--- src/rtl/hexrec_pkg.sv ---
package hexrec_pkg;

    localparam int BYTE_W = 8;
    localparam int NIB_W  = BYTE_W / 2;
    localparam int ADDR_W = 2 * BYTE_W;

    localparam logic [BYTE_W-1:0] CH_MARK   = 8'h3A;
    localparam logic [BYTE_W-1:0] TYP_DATA  = 8'h00;
    localparam logic [BYTE_W-1:0] TYP_EOF   = 8'h01;
    localparam logic [BYTE_W-1:0] TYP_SKIP  = 8'h02;

    typedef enum logic [2:0] {
        ST_HUNT,
        ST_LEN,
        ST_AHI,
        ST_ALO,
        ST_TYPE,
        ST_DATA,
        ST_CSUM
    } prs_state_e;

    typedef struct packed {
        prs_state_e          st;
        logic [BYTE_W-1:0]   left;
        logic [BYTE_W-1:0]   rtype;
        logic [BYTE_W-1:0]   ahi;
        logic [ADDR_W-1:0]   addr;
        logic                wr_vld;
        logic [ADDR_W-1:0]   wr_addr;
        logic [BYTE_W-1:0]   wr_data;
        logic                pass;
        logic                fail;
        logic                err;
        logic                eof;
        logic                sticky;
    } prs_regs_t;

endpackage

--- src/rtl/hexrec_nibble.sv ---
module hexrec_nibble
    import hexrec_pkg::*;
(
    input  logic [BYTE_W-1:0] ch_i,
    output logic              is_hex_o,
    output logic [NIB_W-1:0]  val_o
);

    always_comb begin
        is_hex_o = 1'b1;
        val_o    = '0;
        if (ch_i >= 8'h30 && ch_i <= 8'h39) begin
            val_o = ch_i[NIB_W-1:0];
        end else if ((ch_i >= 8'h41 && ch_i <= 8'h46) ||
                     (ch_i >= 8'h61 && ch_i <= 8'h66)) begin
            // letters: low nibble 1..6 maps to 10..15
            val_o = ch_i[NIB_W-1:0] + 4'd9;
        end else begin
            is_hex_o = 1'b0;
        end
    end

endmodule

--- src/rtl/hexrec_pair.sv ---
module hexrec_pair
    import hexrec_pkg::*;
(
    input  logic              clk,
    input  logic              rst_n,
    input  logic              clr_i,
    input  logic              nib_vld_i,
    input  logic [NIB_W-1:0]  nib_i,
    output logic              byte_vld_o,
    output logic [BYTE_W-1:0] byte_o
);

    typedef struct packed {
        logic             half;
        logic [NIB_W-1:0] hi;
    } pair_t;

    pair_t r_d, r_q;

    always_comb begin
        r_d        = r_q;
        byte_vld_o = nib_vld_i && r_q.half && !clr_i;
        byte_o     = {r_q.hi, nib_i};
        if (clr_i) begin
            r_d.half = 1'b0;
        end else if (nib_vld_i) begin
            r_d.half = !r_q.half;
            if (!r_q.half) begin
                r_d.hi = nib_i;
            end
        end
    end

    always_ff @(posedge clk or negedge rst_n) begin
        if (!rst_n) begin
            r_q <= '0;
        end else begin
            r_q <= r_d;
        end
    end

endmodule

--- src/rtl/hexrec_csum.sv ---
module hexrec_csum
    import hexrec_pkg::*;
(
    input  logic              clk,
    input  logic              rst_n,
    input  logic              clr_i,
    input  logic              add_i,
    input  logic [BYTE_W-1:0] byte_i,
    output logic              zero_o
);

    logic [BYTE_W-1:0] sum_d, sum_q;
    logic [BYTE_W-1:0] sum_inc;

    always_comb begin
        sum_inc = sum_q + byte_i;
        zero_o  = (sum_inc == '0);
        sum_d   = sum_q;
        if (clr_i) begin
            sum_d = '0;
        end else if (add_i) begin
            sum_d = sum_inc;
        end
    end

    always_ff @(posedge clk or negedge rst_n) begin
        if (!rst_n) begin
            sum_q <= '0;
        end else begin
            sum_q <= sum_d;
        end
    end

endmodule

--- src/rtl/hexrec_parser.sv ---
module hexrec_parser
    import hexrec_pkg::*;
#(
    parameter logic [7:0] BASE_HI = 8'h10
) (
    input  logic        clk,
    input  logic        rst_n,
    input  logic        start_i,
    input  logic        char_valid_i,
    input  logic [7:0]  char_i,
    output logic        wr_valid_o,
    output logic [15:0] wr_addr_o,
    output logic [7:0]  wr_data_o,
    output logic        rec_pass_o,
    output logic        rec_fail_o,
    output logic        rec_err_o,
    output logic        eof_o,
    output logic        fail_sticky_o
);

    prs_regs_t r_d, r_q;

    logic              is_hex;
    logic [NIB_W-1:0]  nib_val;
    logic              in_rec;
    logic              hex_take;
    logic              bad_take;
    logic              mark_take;
    logic              seq_clr;
    logic              byte_vld;
    logic [BYTE_W-1:0] byte_val;
    logic              sum_zero;

    hexrec_nibble u_nib (
        .ch_i     (char_i),
        .is_hex_o (is_hex),
        .val_o    (nib_val)
    );

    always_comb begin
        in_rec    = (r_q.st != ST_HUNT);
        hex_take  = char_valid_i && is_hex && in_rec;
        bad_take  = char_valid_i && !is_hex && in_rec;
        mark_take = char_valid_i && (char_i == CH_MARK) && !in_rec;
        seq_clr   = start_i || !in_rec || bad_take;
    end

    hexrec_pair u_pair (
        .clk        (clk),
        .rst_n      (rst_n),
        .clr_i      (seq_clr),
        .nib_vld_i  (hex_take),
        .nib_i      (nib_val),
        .byte_vld_o (byte_vld),
        .byte_o     (byte_val)
    );

    hexrec_csum u_sum (
        .clk    (clk),
        .rst_n  (rst_n),
        .clr_i  (seq_clr),
        .add_i  (byte_vld),
        .byte_i (byte_val),
        .zero_o (sum_zero)
    );

    always_comb begin
        r_d        = r_q;
        r_d.wr_vld = 1'b0;
        r_d.pass   = 1'b0;
        r_d.fail   = 1'b0;
        r_d.err    = 1'b0;

        if (start_i) begin
            r_d.st     = ST_HUNT;
            r_d.sticky = 1'b0;
            r_d.eof    = 1'b0;
        end else if (r_q.st == ST_HUNT) begin
            if (mark_take) begin
                r_d.st = ST_LEN;
            end
        end else if (bad_take) begin
            r_d.err = 1'b1;
            r_d.st  = ST_HUNT;
        end else if (byte_vld) begin
            unique case (r_q.st)
                ST_LEN: begin
                    r_d.left = byte_val;
                    r_d.st   = ST_AHI;
                end
                ST_AHI: begin
                    r_d.ahi = byte_val;
                    r_d.st  = ST_ALO;
                end
                ST_ALO: begin
                    r_d.addr = {r_q.ahi + BASE_HI, byte_val};
                    r_d.st   = ST_TYPE;
                end
                ST_TYPE: begin
                    r_d.rtype = byte_val;
                    if (byte_val == TYP_DATA) begin
                        r_d.st = (r_q.left == '0) ? ST_CSUM : ST_DATA;
                    end else if (byte_val == TYP_EOF) begin
                        r_d.st = ST_CSUM;
                    end else if (byte_val == TYP_SKIP) begin
                        r_d.st = ST_HUNT;
                    end else begin
                        r_d.err = 1'b1;
                        r_d.st  = ST_HUNT;
                    end
                end
                ST_DATA: begin
                    r_d.wr_vld  = 1'b1;
                    r_d.wr_addr = r_q.addr;
                    r_d.wr_data = byte_val;
                    r_d.addr    = r_q.addr + 16'd1;
                    r_d.left    = r_q.left - 8'd1;
                    if (r_q.left == 8'd1) begin
                        r_d.st = ST_CSUM;
                    end
                end
                ST_CSUM: begin
                    if (sum_zero) begin
                        r_d.pass = 1'b1;
                        if (r_q.rtype == TYP_EOF) begin
                            r_d.eof = 1'b1;
                        end
                    end else begin
                        r_d.fail   = 1'b1;
                        r_d.sticky = 1'b1;
                    end
                    r_d.st = ST_HUNT;
                end
                default: r_d.st = ST_HUNT;
            endcase
        end
    end

    always_ff @(posedge clk or negedge rst_n) begin
        if (!rst_n) begin
            r_q    <= '0;
            r_q.st <= ST_HUNT;
        end else begin
            r_q <= r_d;
        end
    end

    assign wr_valid_o    = r_q.wr_vld;
    assign wr_addr_o     = r_q.wr_addr;
    assign wr_data_o     = r_q.wr_data;
    assign rec_pass_o    = r_q.pass;
    assign rec_fail_o    = r_q.fail;
    assign rec_err_o     = r_q.err;
    assign eof_o         = r_q.eof;
    assign fail_sticky_o = r_q.sticky;

endmodule

--- config.mk ---
export PLATFORM = sky130hd
export DESIGN_NAME = hexrec_parser
export DESIGN_NICKNAME = d
export VERILOG_FILES = /design/src/rtl/hexrec_pkg.sv /design/src/rtl/hexrec_nibble.sv /design/src/rtl/hexrec_pair.sv /design/src/rtl/hexrec_csum.sv /design/src/rtl/hexrec_parser.sv
export SDC_FILE = /design/constraint.sdc
export NUM_CORES = 1
export LEC_CHECK = 0
export ABC_CLOCK_PERIOD_IN_PS = 4710
export BUFFER_PORTS_ARGS = -buffer_cell sky130_fd_sc_hd__buf_4
export CORE_MARGIN = 1.5
export CORE_UTILIZATION = 55
export CTS_BUF_LIST = sky130_fd_sc_hd__clkbuf_16
export CTS_CLUSTER_SIZE = 40
export DETAILED_ROUTE_END_ITERATION = 16
export PLACE_DENSITY_LB_ADDON = 0.15
export SYNTH_ARGS = -nofsm -noshare
export SYNTH_HDL_FRONTEND = slang
export SYNTH_SLANG_ARGS = --single-unit
--- constraint.sdc ---
create_clock -name clk -period 4.71 [get_ports clk]
set_input_delay 0.471 -clock clk [delete_from_list [all_inputs] [get_ports clk]]
set_output_delay 0.471 -clock clk [all_outputs]
set_load 0.03 [all_outputs]
==> out/results.txt <==
Status = finished clean
Post-Route WL = 10800 um
Clock sink count = 86
Number of resized instances in the post-cts repair step = 0
Clk_lat worst skew = 0.33 ns
Ys flop type = dfrtp_1
Crit start category = primary input
Maximum VDD drop = 212 uV
Clock buffer count from CTS = 9
Initial DRT Pass Iterations = 5
Post-placement cell count = 585
Die footprint = 9410 um^2
Max Fclk = 0.253 GHz
Hold_buf cts = 0
DR WL met2 = 5150 um
RR Startpoint = r_q[72]
Synthesized Nets = 504
Worst hold path class = in -> async
Worst rel slew slack = 0.266
Met1 WL = 5020 um
DRC violations left = 0
Layout cells sized above 1 = 0.213
Worst EP arrival = 4.19 ns
Largest net degree at the start of global routing = 87
Fraction of registers with async set/reset = 1.00
RSZ-0062 raised after global routing = false
Crit path from = char_i[0]
CTS max path bufs = 2
Slew @ Worst Pin = 1.10 ns
Tcrit/Tclk final = 0.839
PD cells = 306 nW/um^2
Highest routed metal layer = met4
GR Overflow Total = 0
Initial antenna violation count = 0
Max_cap viols = 0
DRT iter0 DRCs = 272
Final Util = 0.619
Number of synthesized register bits = 86
CTS H-tree lvls = 3
Setup Viol. Count Final = 0
Post-CTS Setup Bufs = 0
Final hold vios = 0
Final Instance Area = 5350 um^2
I/O pins = 42
First-pass GRT wire length = 18600 um
Fillers = 705
Setup_tns = 0 ns
Number of synthesized flops with an enable pin = 0
Clk slew on worst S/H paths = 0.07 ns
Initial Utilization = 0.563
Max-slew violation count = 0
Antenna Violating Nets Remaining = 0
Avg WL per Cell = 18.0 um
Core area = 8640 um^2
Worst Clk Skew = 0.00825 ns
Synthesis Warnings = 0
Final #Nets = 517
Area after DPL = 5050 um^2
Total Power = 1.64 mW
N_diodes = 0
Gpl congestion = 0.858
P_leak = 2.68 nW
GRT Util Overall = 0.244
Vias in the first global route = 3732
Max Fanout on Critical Path = 8
Layout area overhead = 10.0%
Via count = 3693
Number of port buffers = 41
CTS root buf = clkbuf_16
Placement Rows = 34
CTS tree = built
Worst EP required = 4.95 ns
Syn_area_per_cell = 10.2 um^2
Post-DR vias/cell = 6.14
Die X = 97.0 um
Syn Inst Count = 475
CP Capture Type = register
Metal3 WL = 455 um
Setup CP Type = in -> reg
Post-route insts no fill = 601
Die Ht = 97.0 um
Post-Syn Area = 4860 um^2
Register area share after synthesis = 0.443
Fin crit period = 3.95 ns
HPWL Detailed = 7170 um
Synth cell types = 65
[metrics by stage]
step                worst slack (ns)  hold WS [ns]
floorplan                      0.745         0.175
global placement               0.561         0.463
detailed placement             0.427         0.475
CTS                            0.770         0.373
global route                   0.452         0.376
finish                         0.760         0.307
[worst max-delay path, stage by stage]
cell	delay, ns
buf_4	0.14
inv_1	0.11
ha_1	0.22
o21bai_1	0.09
a21oi_1	0.51
mux2i_1	0.20
inv_1	0.15
ha_1	0.22
fa_1	0.44
or3_1	0.38
nor3_1	0.28
or4b_2	0.66
o32ai_1	0.30
[cells by family (layout without fill, tap and decap cells)]
group,count (synthesis),after routing,synth area share
buf+inv,61,79,0.0746
mux,31,31,0.0873
simple gates,133,133,0.142
compound gates,135,135,0.186
xor+xnor,12,12,0.0216
fa+ha+maj,17,17,0.0453
flops,86,86,0.443
[placed cells by master (no fill, tap or decap), drive strengths merged, types with 5 or more instances in the layout]
cell type,n
dfrtp,86
buf,48
nand2,43
o21ai,36
nor2,33
a21oi,28
mux2,28
inv,18
ha,16
nand3,12
a22o,9
clkbuf,9
o22ai,8
nor3,8
xnor2,7
and3,6
a31oi,6
o21bai,5
xor2,5
[metal layers]
metal  global-route usage  vias to the layer above
li1                     -                     1732
met2                0.383                       98
met4                0.101                        0
met5                    0                        -
met1                0.336                     1847
met3               0.0390                       16
[layout make-up]
class	count	area (um^2)	share of cell area
multi-input combinational	328	2350	0.439
sequential	86	2150	0.402
timing repair buffer	48	360	0.0674
clock buffer	9	225	0.0421
tap	108	135	0.0253
clock inverter	7	73.8	0.0138
inverter	15	56.3	0.0105
[cell usage after synthesis (all sizes together), types with 5 or more instances]
cell type  number  area, um^2
dfrtp          86        2150
a22o            9        78.8
and3            6        37.5
o21bai          5        37.5
o21ai          36         180
nor3            8        45.0
o22ai           8        50.1
nand2          43         169
xor2            5        43.8
xnor2           7        61.3
clkbuf         10        37.5
mux2           28         394
a31oi           6        37.5
nor2           33         124
inv            15        56.3
a21oi          28         140
ha             16         200
buf            36         269
nand3          12        72.6
[state kept, by name (all words and copies together), names as in the netlist, 4 cells and up]
register / flops
u_sum.sum_q: 8
r_q: 43
wr_data_o: 8
u_pair.byte_o: 4
wr_addr_o: 16
[path summary, 6_finish.rpt]
path,end,slack [ns],cells past startpoint
max,eof_o,0.76,13
min,wr_data_o[7],0.31,1
max reg2reg,wr_addr_o[3],1.78,5
min reg2reg,wr_data_o[3],0.48,2
max in group asynchronous,u_sum.sum_q[4],3.66,1
min in group clk,fail_sticky_o,0.38,2
[power breakdown]
part | internal (mW) | leakage, nW | switching (mW)
clock network | 0.414 | 0.145 | 0.304
logic | 0.0537 | 1.34 | 0.0788
registers | 0.748 | 1.19 | 0.0376
total | 1.22 | 2.68 | 0.420
No activity file was read; power rests on OpenSTA's default activity.
